==> src/rtl/tx_sched_pkg.sv <==
// Shared constants and types for the timestamped transmit scheduler.
// Assumes a 32-bit word whose top bits hold the channel and whose low
// three bits hold the flags; everything in between must be zero.
package tx_sched_pkg;
    localparam int CHAN_W = 5;
    localparam int FLAG_W = 3;
    localparam int IMM_BIT = 2;
    localparam int SOB_BIT = 1;
    localparam int EOB_BIT = 0;

    typedef enum logic [1:0] {
        ST_HDR  = 2'd0,
        ST_TS   = 2'd1,
        ST_ARM  = 2'd2,
        ST_DISC = 2'd3
    } sched_state_e;

    typedef struct packed {
        logic [CHAN_W-1:0] chan;
        logic              imm;
        logic              sob;
        logic              eob;
        logic              bad;
    } hdr_info_t;
endpackage

==> src/rtl/tx_hdr_decode.sv <==
// Header field decoder: splits a header word into channel, flags and a
// malformed indication (any must-be-zero bit set). Purely combinational.
module tx_hdr_decode
    import tx_sched_pkg::*;
#(
    parameter int WORD_W = 32
) (
    input  logic [WORD_W-1:0] word,
    output hdr_info_t         info
);
    localparam int MBZ_HI = WORD_W - CHAN_W - 1;

    // Field extraction and must-be-zero check.
    always_comb begin
        info.chan = word[WORD_W-1 -: CHAN_W];
        info.imm  = word[IMM_BIT];
        info.sob  = word[SOB_BIT];
        info.eob  = word[EOB_BIT];
        info.bad  = |word[MBZ_HI:FLAG_W];
    end
endmodule

==> src/rtl/tx_time_base.sv <==
// Sample-time counter and timestamp comparator. Counts sample strobes,
// and judges a timestamp as due (equal), late (negative difference, so it
// survives wraparound) or the all-ones "now" code.
// Assumes ts is stable while it is being judged.
module tx_time_base #(
    parameter int TIME_W      = 32,
    parameter bit NOW_CODE_EN = 1'b1
) (
    input  logic              clk,
    input  logic              rst_n,
    input  logic              stb,
    input  logic [TIME_W-1:0] ts,
    output logic [TIME_W-1:0] now,
    output logic              due,
    output logic              late,
    output logic              now_code
);
    logic [TIME_W-1:0] now_q;
    logic [TIME_W-1:0] diff;

    // Free-running counter advanced by each sample strobe.
    always_ff @(posedge clk) begin
        if (!rst_n) now_q <= '0;
        else if (stb) now_q <= now_q + 1'b1;
    end

    assign now  = now_q;
    assign diff = ts - now_q;
    assign due  = (diff == '0);
    assign late = diff[TIME_W-1];

    generate
        if (NOW_CODE_EN) begin : g_now_code
            assign now_code = &ts;
        end else begin : g_no_now_code
            assign now_code = 1'b0;
        end
    endgenerate


    tick_advance_chk: assert property (@(posedge clk) disable iff (!rst_n)
        stb |=> now_q == TIME_W'($past(now_q) + 1'b1));

    tick_hold_chk: assert property (@(posedge clk) disable iff (!rst_n)
        !stb |=> $stable(now_q));
endmodule

==> src/rtl/tx_burst_tracker.sv <==
// Burst framing tracker and sticky underrun flag. A burst opens on the
// first sample of a start-flagged packet and closes on the last sample of
// an end-flagged packet; unserved strobes inside a burst are underruns.
// Assumes emit is only high together with stb.
module tx_burst_tracker (
    input  logic clk,
    input  logic rst_n,
    input  logic stb,
    input  logic emit,
    input  logic first,
    input  logic last,
    input  logic sob,
    input  logic eob,
    input  logic clr,
    output logic in_burst,
    output logic urun_flag
);
    logic burst_q;
    logic urun_q;
    logic urun_evt;

    assign urun_evt = stb && !emit && burst_q;

    // Burst open/close bookkeeping on emitted samples; close wins.
    always_ff @(posedge clk) begin
        if (!rst_n) burst_q <= 1'b0;
        else if (emit) begin
            if (last && eob) burst_q <= 1'b0;
            else if (first && sob) burst_q <= 1'b1;
        end
    end

    // Sticky underrun flag; a new event beats a clear.
    always_ff @(posedge clk) begin
        if (!rst_n) urun_q <= 1'b0;
        else if (urun_evt) urun_q <= 1'b1;
        else if (clr) urun_q <= 1'b0;
    end

    assign in_burst  = burst_q;
    assign urun_flag = urun_q;


    quiet_gap_chk: assert property (@(posedge clk) disable iff (!rst_n)
        (!burst_q && !urun_q) |=> !urun_q);

    urun_sticky_chk: assert property (@(posedge clk) disable iff (!rst_n)
        (urun_q && !clr) |=> urun_q);
endmodule

==> src/rtl/tx_ts_scheduler.sv <==
// Timestamped transmit scheduler (top). Parses header and timestamp from
// the queue head, then holds, releases or drops the packet against the
// sample-time counter and streams one payload word per sample strobe.
// Assumes every well-formed packet has at least one payload word and
// that TIME_W equals WORD_W.
module tx_ts_scheduler
    import tx_sched_pkg::*;
#(
    parameter int WORD_W      = 32,
    parameter int TIME_W      = 32,
    parameter int SAMP_W      = WORD_W / 2,
    parameter bit NOW_CODE_EN = 1'b1
) (
    input  logic              clk,
    input  logic              rst_n,
    input  logic [WORD_W-1:0] q_data,
    input  logic              q_valid,
    input  logic              q_last,
    output logic              q_ready,
    input  logic              sample_stb,
    input  logic              flag_clr,
    output logic [TIME_W-1:0] sample_time,
    output logic              smp_valid,
    output logic [SAMP_W-1:0] smp_re,
    output logic [SAMP_W-1:0] smp_im,
    output logic [CHAN_W-1:0] smp_chan,
    output logic              drop_flag,
    output logic              underrun_flag
);
    sched_state_e      state_q, state_d;
    hdr_info_t         hdr_now, hdr_q;
    logic [TIME_W-1:0] ts_q;
    logic              started_q;
    logic              due, late, now_code;
    logic              go, arm_late, pop, emit;
    logic              drop_q;
    logic              in_burst;

    tx_hdr_decode #(.WORD_W(WORD_W)) u_hdr (
        .word (q_data),
        .info (hdr_now)
    );

    tx_time_base #(.TIME_W(TIME_W), .NOW_CODE_EN(NOW_CODE_EN)) u_time (
        .clk      (clk),
        .rst_n    (rst_n),
        .stb      (sample_stb),
        .ts       (ts_q),
        .now      (sample_time),
        .due      (due),
        .late     (late),
        .now_code (now_code)
    );

    tx_burst_tracker u_burst (
        .clk       (clk),
        .rst_n     (rst_n),
        .stb       (sample_stb),
        .emit      (emit),
        .first     (!started_q),
        .last      (q_last),
        .sob       (hdr_q.sob),
        .eob       (hdr_q.eob),
        .clr       (flag_clr),
        .in_burst  (in_burst),
        .urun_flag (underrun_flag)
    );

    // Release and lateness decisions for the armed packet.
    always_comb begin
        go       = started_q || hdr_q.imm || now_code || due;
        arm_late = !started_q && !hdr_q.imm && !now_code && late;
    end

    // Queue pop enable per state.
    always_comb begin
        case (state_q)
            ST_ARM:  q_ready = sample_stb && go;
            default: q_ready = 1'b1;
        endcase
        pop  = q_ready && q_valid;
        emit = (state_q == ST_ARM) && pop;
    end

    // Next-state selection.
    always_comb begin
        state_d = state_q;
        case (state_q)
            ST_HDR: if (pop) begin
                if (q_last) state_d = ST_HDR;
                else if (hdr_now.bad) state_d = ST_DISC;
                else state_d = ST_TS;
            end
            ST_TS: if (pop) state_d = q_last ? ST_HDR : ST_ARM;
            ST_ARM: begin
                if (arm_late) state_d = ST_DISC;
                else if (emit && q_last) state_d = ST_HDR;
            end
            ST_DISC: if (pop && q_last) state_d = ST_HDR;
            default: state_d = ST_HDR;
        endcase
    end

    // State register.
    always_ff @(posedge clk) begin
        if (!rst_n) state_q <= ST_HDR;
        else state_q <= state_d;
    end

    // Header and timestamp capture, plus started marker.
    always_ff @(posedge clk) begin
        if (!rst_n) begin
            hdr_q     <= '0;
            ts_q      <= '0;
            started_q <= 1'b0;
        end else begin
            if (state_q == ST_HDR && pop && !hdr_now.bad && !q_last) hdr_q <= hdr_now;
            if (state_q == ST_TS && pop) begin
                ts_q      <= TIME_W'(q_data);
                started_q <= 1'b0;
            end
            if (emit) started_q <= 1'b1;
        end
    end

    // Sticky dropped-packet flag; a new drop beats a clear.
    always_ff @(posedge clk) begin
        if (!rst_n) drop_q <= 1'b0;
        else if (state_q == ST_ARM && arm_late) drop_q <= 1'b1;
        else if (flag_clr) drop_q <= 1'b0;
    end
    assign drop_flag = drop_q;

    // Registered sample output.
    always_ff @(posedge clk) begin
        if (!rst_n) begin
            smp_valid <= 1'b0;
            smp_re    <= '0;
            smp_im    <= '0;
            smp_chan  <= '0;
        end else begin
            smp_valid <= emit;
            if (emit) begin
                smp_re   <= q_data[WORD_W-1 -: SAMP_W];
                smp_im   <= q_data[SAMP_W-1:0];
                smp_chan <= hdr_q.chan;
            end
        end
    end


    strobe_only_chk: assert property (@(posedge clk) disable iff (!rst_n)
        smp_valid |-> $past(sample_stb));

    first_on_time_chk: assert property (@(posedge clk) disable iff (!rst_n)
        (emit && !started_q && !hdr_q.imm && !now_code) |-> (sample_time == ts_q));

    drop_sticky_chk: assert property (@(posedge clk) disable iff (!rst_n)
        (drop_q && !flag_clr) |=> drop_q);

    bad_hdr_chk: assert property (@(posedge clk) disable iff (!rst_n)
        (state_q == ST_HDR && q_valid && hdr_now.bad) |=> state_q != ST_TS);

    burst_idle_chk: assert property (@(posedge clk) disable iff (!rst_n)
        (!in_burst && !emit) |=> !in_burst);
endmodule

==> config.mk <==
export PLATFORM = sky130hd
export DESIGN_NAME = tx_ts_scheduler
export DESIGN_NICKNAME = d
export VERILOG_FILES = /design/src/rtl/tx_sched_pkg.sv /design/src/rtl/tx_hdr_decode.sv /design/src/rtl/tx_time_base.sv /design/src/rtl/tx_burst_tracker.sv /design/src/rtl/tx_ts_scheduler.sv
export SDC_FILE = /design/constraint.sdc
export NUM_CORES = 1
export LEC_CHECK = 0
export BUFFER_PORTS_ARGS = -buffer_cell sky130_fd_sc_hd__buf_4
export CORE_ASPECT_RATIO = 0.6
export CORE_MARGIN = 2
export CORE_UTILIZATION = 35
export DETAILED_ROUTE_END_ITERATION = 8
export HOLD_SLACK_MARGIN = 0.15
export PLACE_DENSITY = 0.65
export SYNTH_ARGS = -nofsm -noshare
export SYNTH_HDL_FRONTEND = slang
export SYNTH_SLANG_ARGS = --single-unit
==> constraint.sdc <==
create_clock -name clk -period 4.6 [get_ports clk]
set_input_delay 0.23 -clock clk [delete_from_list [all_inputs] [get_ports clk]]
set_output_delay 0.23 -clock clk [all_outputs]
set_load 0.1 [all_outputs]
# [Word-level counts from Yosys, hierarchy flattened]
# Cells that the tools add are included.
[classes] n_addsub=2 n_eq_ne=7 mux=17 n_reduce_logical=36
[op_table] operator="adder 32 x 1 -> 32 bit (second input constant)" count=1
[op_table] operator="logical NOT 32 bit" count=1
[op_table] operator="AND reduction 32 bit" count=1
[op_table] operator="subtractor 32 bit" count=1
[op_table] operator="OR reduction 24 bit" count=1
[op_table] operator="logical AND 1 bit" count=17
[op_table] operator="2-to-1 mux 2 bit" count=8
[op_table] operator="2-to-1 mux 1 bit" count=8
[op_table] operator="one-hot mux 2 bit (4 select lines)" count=1
[op_table] operator="nonzero test 2 bit" count=4
[op_table] operator="logical NOT 1 bit" count=6
[op_table] operator="inequality test 2 bit (second input constant)" count=3
[op_table] operator="equality test 2 bit (second input constant)" count=2
[op_table] operator="AND reduction 4 bit" count=1
[op_table] operator="logical OR 1 bit" count=3
[op_table] operator="inequality test 3 x 2 -> 1 bit (second input constant)" count=1
[op_table] operator="equality test 2 x 1 -> 1 bit (second input constant)" count=1
[op_table] operator="logical NOT 2 bit" count=1
[op_table] operator="AND reduction 2 bit" count=1
[totals] register_bits=116 output_inout_bits=73

# [Depth between registers and ports, before layout]
[depth] word_depth=11 ltp_mapped=15 mapped_depth_nobuf=14

# [Cells and area by module]
# From an unflattened synthesis, not the netlist that was laid out.
[hier_totals] hier_cells=904 area_unflattened_um2=7091.8
[modules_own_cells] module="tx_time_base" n_inst=1 cells_each=507 area_per_inst_um2=3764.9 seq_area_each_um2=640.6
[modules_own_cells] module="tx_ts_scheduler" n_inst=1 cells_each=373 area_per_inst_um2=3138.0 seq_area_each_um2=1641.6
[modules_own_cells] module="tx_hdr_decode" n_inst=1 cells_each=16 area_per_inst_um2=111.4 seq_area_each_um2=0.0
[modules_own_cells] module="tx_burst_tracker" n_inst=1 cells_each=8 area_per_inst_um2=77.6 seq_area_each_um2=40.0

# [Worst setup path after synthesis]
# No wires, ideal clock.
[synth_path] kind="register -> output" from="register u_time.now_q[0], in the netlist u_time.now[0]" to="output q_ready" arrival_time_ns=4.220 required_ns=4.370 path_slack_ns=0.150 path_stages_with_launch=14 path_buffers=0 path_cell_list="dfxtp_1 > ha_1 > fa_1 > nand2b_1 > a211oi_2 > o21ai_1 > a211o_1 > and2_0 > a221o_1 > nor4b_4 > nand3_1 > o21ai_1 > and2_1 > nand2b_1"
[synth_between] elab_chain_len=5
[synth_rtl] item="start, declared" line_no="tx_time_base.sv:18" text="logic [TIME_W-1:0] now_q;"
[synth_rtl] item="start signal, assigned" line_no="tx_time_base.sv:24" text="else if (stb) now_q <= now_q + 1'b1;"
[synth_rtl] item="subtractor 32 bit" line_no="tx_time_base.sv:28" text="assign diff = ts - now_q;"
[synth_rtl] item="logical NOT 32 bit" line_no="tx_time_base.sv:29" text="assign due = (diff == '0);"
[synth_rtl] item="logical OR 1 bit" line_no="tx_ts_scheduler.sv:71" text="go = started_q || hdr_q.imm || now_code || due;"
[synth_rtl] item="logical AND 1 bit" line_no="tx_ts_scheduler.sv:78" text="ST_ARM: q_ready = sample_stb && go;"
[synth_rtl] item="2-to-1 mux 1 bit" line_no="tx_ts_scheduler.sv:77" text="case (state_q)"
[synth_rtl] item="end, declared" line_no="tx_ts_scheduler.sv:19" text="output logic q_ready,"
# No other way between the ends.

# [Final worst setup path]
# Same ends and word-level chain as after synthesis.

==> key figures <==
Global routing
  • Remaining global-route overflow: 0
  • Pin count of the biggest net entering global routing: 72
  • Initial antenna violation count: 0
  • Total GRT Usage: 0.214
  • Vias in the first global route: 6357
  • First-pass GRT wire length: 34.7 mm

Min path
  • Worst Hold Class: input port to flip-flop
  • Worst Hold Depth: 3
  • Hold Startpoint: sample_stb
  • Worst Hold End: u_time.now[0]

STA
  • Final hold violations: 0
  • Final period utilization: 0.951
  • Final setup fails: 0
  • Final worst path period need: 4.38 ns
  • Worst-margin pin slew: 0.983 ns
  • Final hold slack: 0.180 ns
  • Slew margin rel.: 0.344
  • Skew final: 0.0124 ns
  • RSZ-0062 raised after global routing: no
  • Final slew viol count: 0
  • Total negative slack: 0 ns
  • FMAX: 0.229 GHz

Final layout
  • Share of post-route cells with drive strength above 1: 0.165
  • Synth-to-Final Area Change: 28.3%
  • # nets final: 1077
  • Most common cell after layout, fill and taps aside: nor2_1
  • Most frequent cells in the layout: nor2_1, dfxtp_1, buf_4

Synthesis
  • Synth warnings: 0
  • Sequential area share after synthesis: 0.337
  • Post-synthesis average cell area: 7.88 µm²
  • Synthesized flop and latch total: 116
  • Asr flop ratio synth: 0
  • Dominant synthesized flop cell: dfxtp_1
  • Mapped Area: 6900 µm²
  • Area contributors post-synth: dfxtp_1, mux2i_1, nor2_1, nand2_1, ha_1
  • Dominant cell type by area after synthesis: dfxtp_1
  • Cells after Synth: 875
  • Unique masters post-synth: 75
  • Post-synth top area share: 0.337
  • Post-synth EDFFs: 0
  • Synthesized Nets: 946

Detailed routing
  • # DRC: 0
  • 1st-iter DRT viols: 600
  • ANT nets after route: 0
  • Drt first pass iters: 6
  • DRT Wirelength: 22.0 mm
  • Vias per inst: 5.37
  • WL per Instance: 17.1 µm
  • Via count: 6902

Floorplan
  • Die area: 20900 µm²
  • Core area: 19200 µm²
  • Die height: 113 µm
  • IO Count: 111
  • Die width: 185 µm
  • Row count: 39
  • Initial Util: 0.360

Critical path
  • CP Data Required Time: 4.37 ns
  • Worst R2R Setup Slack: 0.44 ns
  • Reg2reg start: u_time.now[0]
  • CP bufs+invs: 1
  • Worst stage delay on the critical path: 0.40 ns
  • Reg2reg end: state_q[1]
  • Max Fanout on Critical Path: 7
  • Delay-heaviest family, CP: simple AND/OR/NAND/NOR gates
  • Crit-path slowest cell: dfxtp_1
  • CP Launch Type: flip-flop
  • Worst path cell trace: ha_1, fa_1, nand2b_1, a211oi_4, o21ai_1, and4_1, or3_1, a221oi_1, and4b_1, nand3_1, o21ai_1, and2_1, nand2b_1, buf_6
  • Worst Reg-to-Reg Cells: 14
  • Setup crit end kind: output port
  • Worst EP arrival: 4.15 ns
  • Kind of critical path: flip-flop to output port

Power
  • PD cells: 351 nW/µm²
  • Peak VDD IR: 0.268 mV
  • Total Power: 3.11 mW
  • LEAKAGE: 3.59 nW

Outcome
  • Outcome: finished clean

Placed design
  • Detail Placement HPWL: 16.7 mm
  • IO Port Bufs: 110
  • Routability cong.: 1.00

Clocking
  • Setup bufs post-CTS: 0
  • Clock sink count: 116
  • CTS Buf Count: 17
  • Clock Latency Late Sink: 0.42 ns
  • Worst-path clk slew: 0.06 ns
  • Bufs on Longest Clock Path: 2
  • H-Tree Level Count: 4
  • CTS tree: yes
  • Clock tree root buffer cell: clkbuf_16

Flow run
  • Max Cap Viol: 0
how the worst max path moves through the flow:
stage / cells after the start / to / from
2_1_floorplan: 13 / q_ready / u_time.now[0]
3_3_place_gp: 14 / smp_re[3] / u_time.now[0]
3_5_place_dp: 14 / smp_chan[0] / u_time.now[0]
4_1_cts: 14 / q_ready / u_time.now[0]
5_1_grt: 14 / q_ready / u_time.now[0]
6_report: 14 / q_ready / u_time.now[0]
sequential cells by signal (all words and copies together), names as in the netlist:
name	cells
drop_flag	1
hdr_q	8
smp_chan	5
smp_im	16
smp_re	16
smp_valid	1
started_q	1
state_q	2
ts_q	32
u_burst.in_burst	1
u_burst.urun_flag	1
u_time.now	32
logic make-up (layout without fill, tap and decap cells):
kind of cell,after synthesis,count (layout),share of synthesized area
fa+ha+maj,33,33,0.0609
other cells,0,1,0
flops,116,116,0.337
buf+inv,87,231,0.0606
mux,50,50,0.0727
xor+xnor,40,40,0.0508
simple gates,370,370,0.257
compound gates,179,179,0.161
layout make-up:
cell class              instances  area [µm²]
multi-input cells             672        4180
diodes                          1        2.50
clock buffers                  22         454
fillers                      1900       10300
clock inverters                10         131
inverters                      45         170
well taps                     266         333
repair buffers                154        1260
flip-flops and latches        116        2320
metal layers:
layer | track usage | up-vias | share of wire
met5 | 0 | - | 0
met4 | 0.0354 | 0 | 0.0057
met3 | 0.0766 | 14 | 0.11
met2 | 0.285 | 324 | 0.38
met1 | 0.327 | 3203 | 0.50
li1 | - | 3361 | -
worst register-to-register path: stages (launching register included):
cell	delay, ns
dfxtp_1	0.40
ha_1	0.27
fa_1	0.40
nand2b_1	0.21
a211oi_4	0.28
o21ai_1	0.20
and4_1	0.24
or3_1	0.34
a221oi_1	0.32
and4b_1	0.32
nand3_1	0.10
o21ai_1	0.12
and2_1	0.15
a41oi_1	0.12
dlygate4sd3_1	0.57
repair_timing:
| action | in CTS | in global routing |
|---|---|---|
| hold buffers | 36 | 0 |
| setup endpoints to repair | 0 | 1 |
| gates resized for setup | 0 | 5 |
| hold endpoints to repair | 76 | 0 |
synthesized netlist by cell type (3+ instances only):
cell	instances
or2_2	4
inv_1	44
ha_1	32
nand3_1	25
dfxtp_1	116
xor2_1	4
o21ai_0	23
nand4_1	27
and3_1	4
o31ai_1	3
a31oi_1	7
buf_12	4
a21o_1	5
nand2b_1	11
o211ai_1	9
nand2_1	111
nor4_1	12
mux2i_1	49
nor2_1	122
o21ai_1	7
clkbuf_1	25
o21a_1	10
a211o_1	4
or3_1	12
o221ai_1	3
and4_1	3
and2_1	3
buf_2	9
a2111oi_0	3
nor3_1	16
xnor2_1	36
a21oi_1	79
through the flow:
stage / area (µm²) / setup slack, ns / utilization / std cells
after floorplan: 6900 / 0.150 / - / 875
after global placement: 7890 / 0.646 / 0.411 / 1217
after detailed placement: 7890 / 0.576 / 0.411 / 1217
after CTS: 8830 / 0.170 / 0.460 / 1285
after global routing: 8850 / 0.0294 / 0.461 / 1285
final: 8850 / 0.224 / 0.462 / 1286
power breakdown:
group          total, mW  internal, mW  switching (mW)
Sequential          1.04          1.02          0.0208
Combinational      0.737         0.298           0.439
Clock               1.33         0.861           0.471
Total               3.11          2.18           0.930
Note: power is estimated with default switching activity, not from simulation.
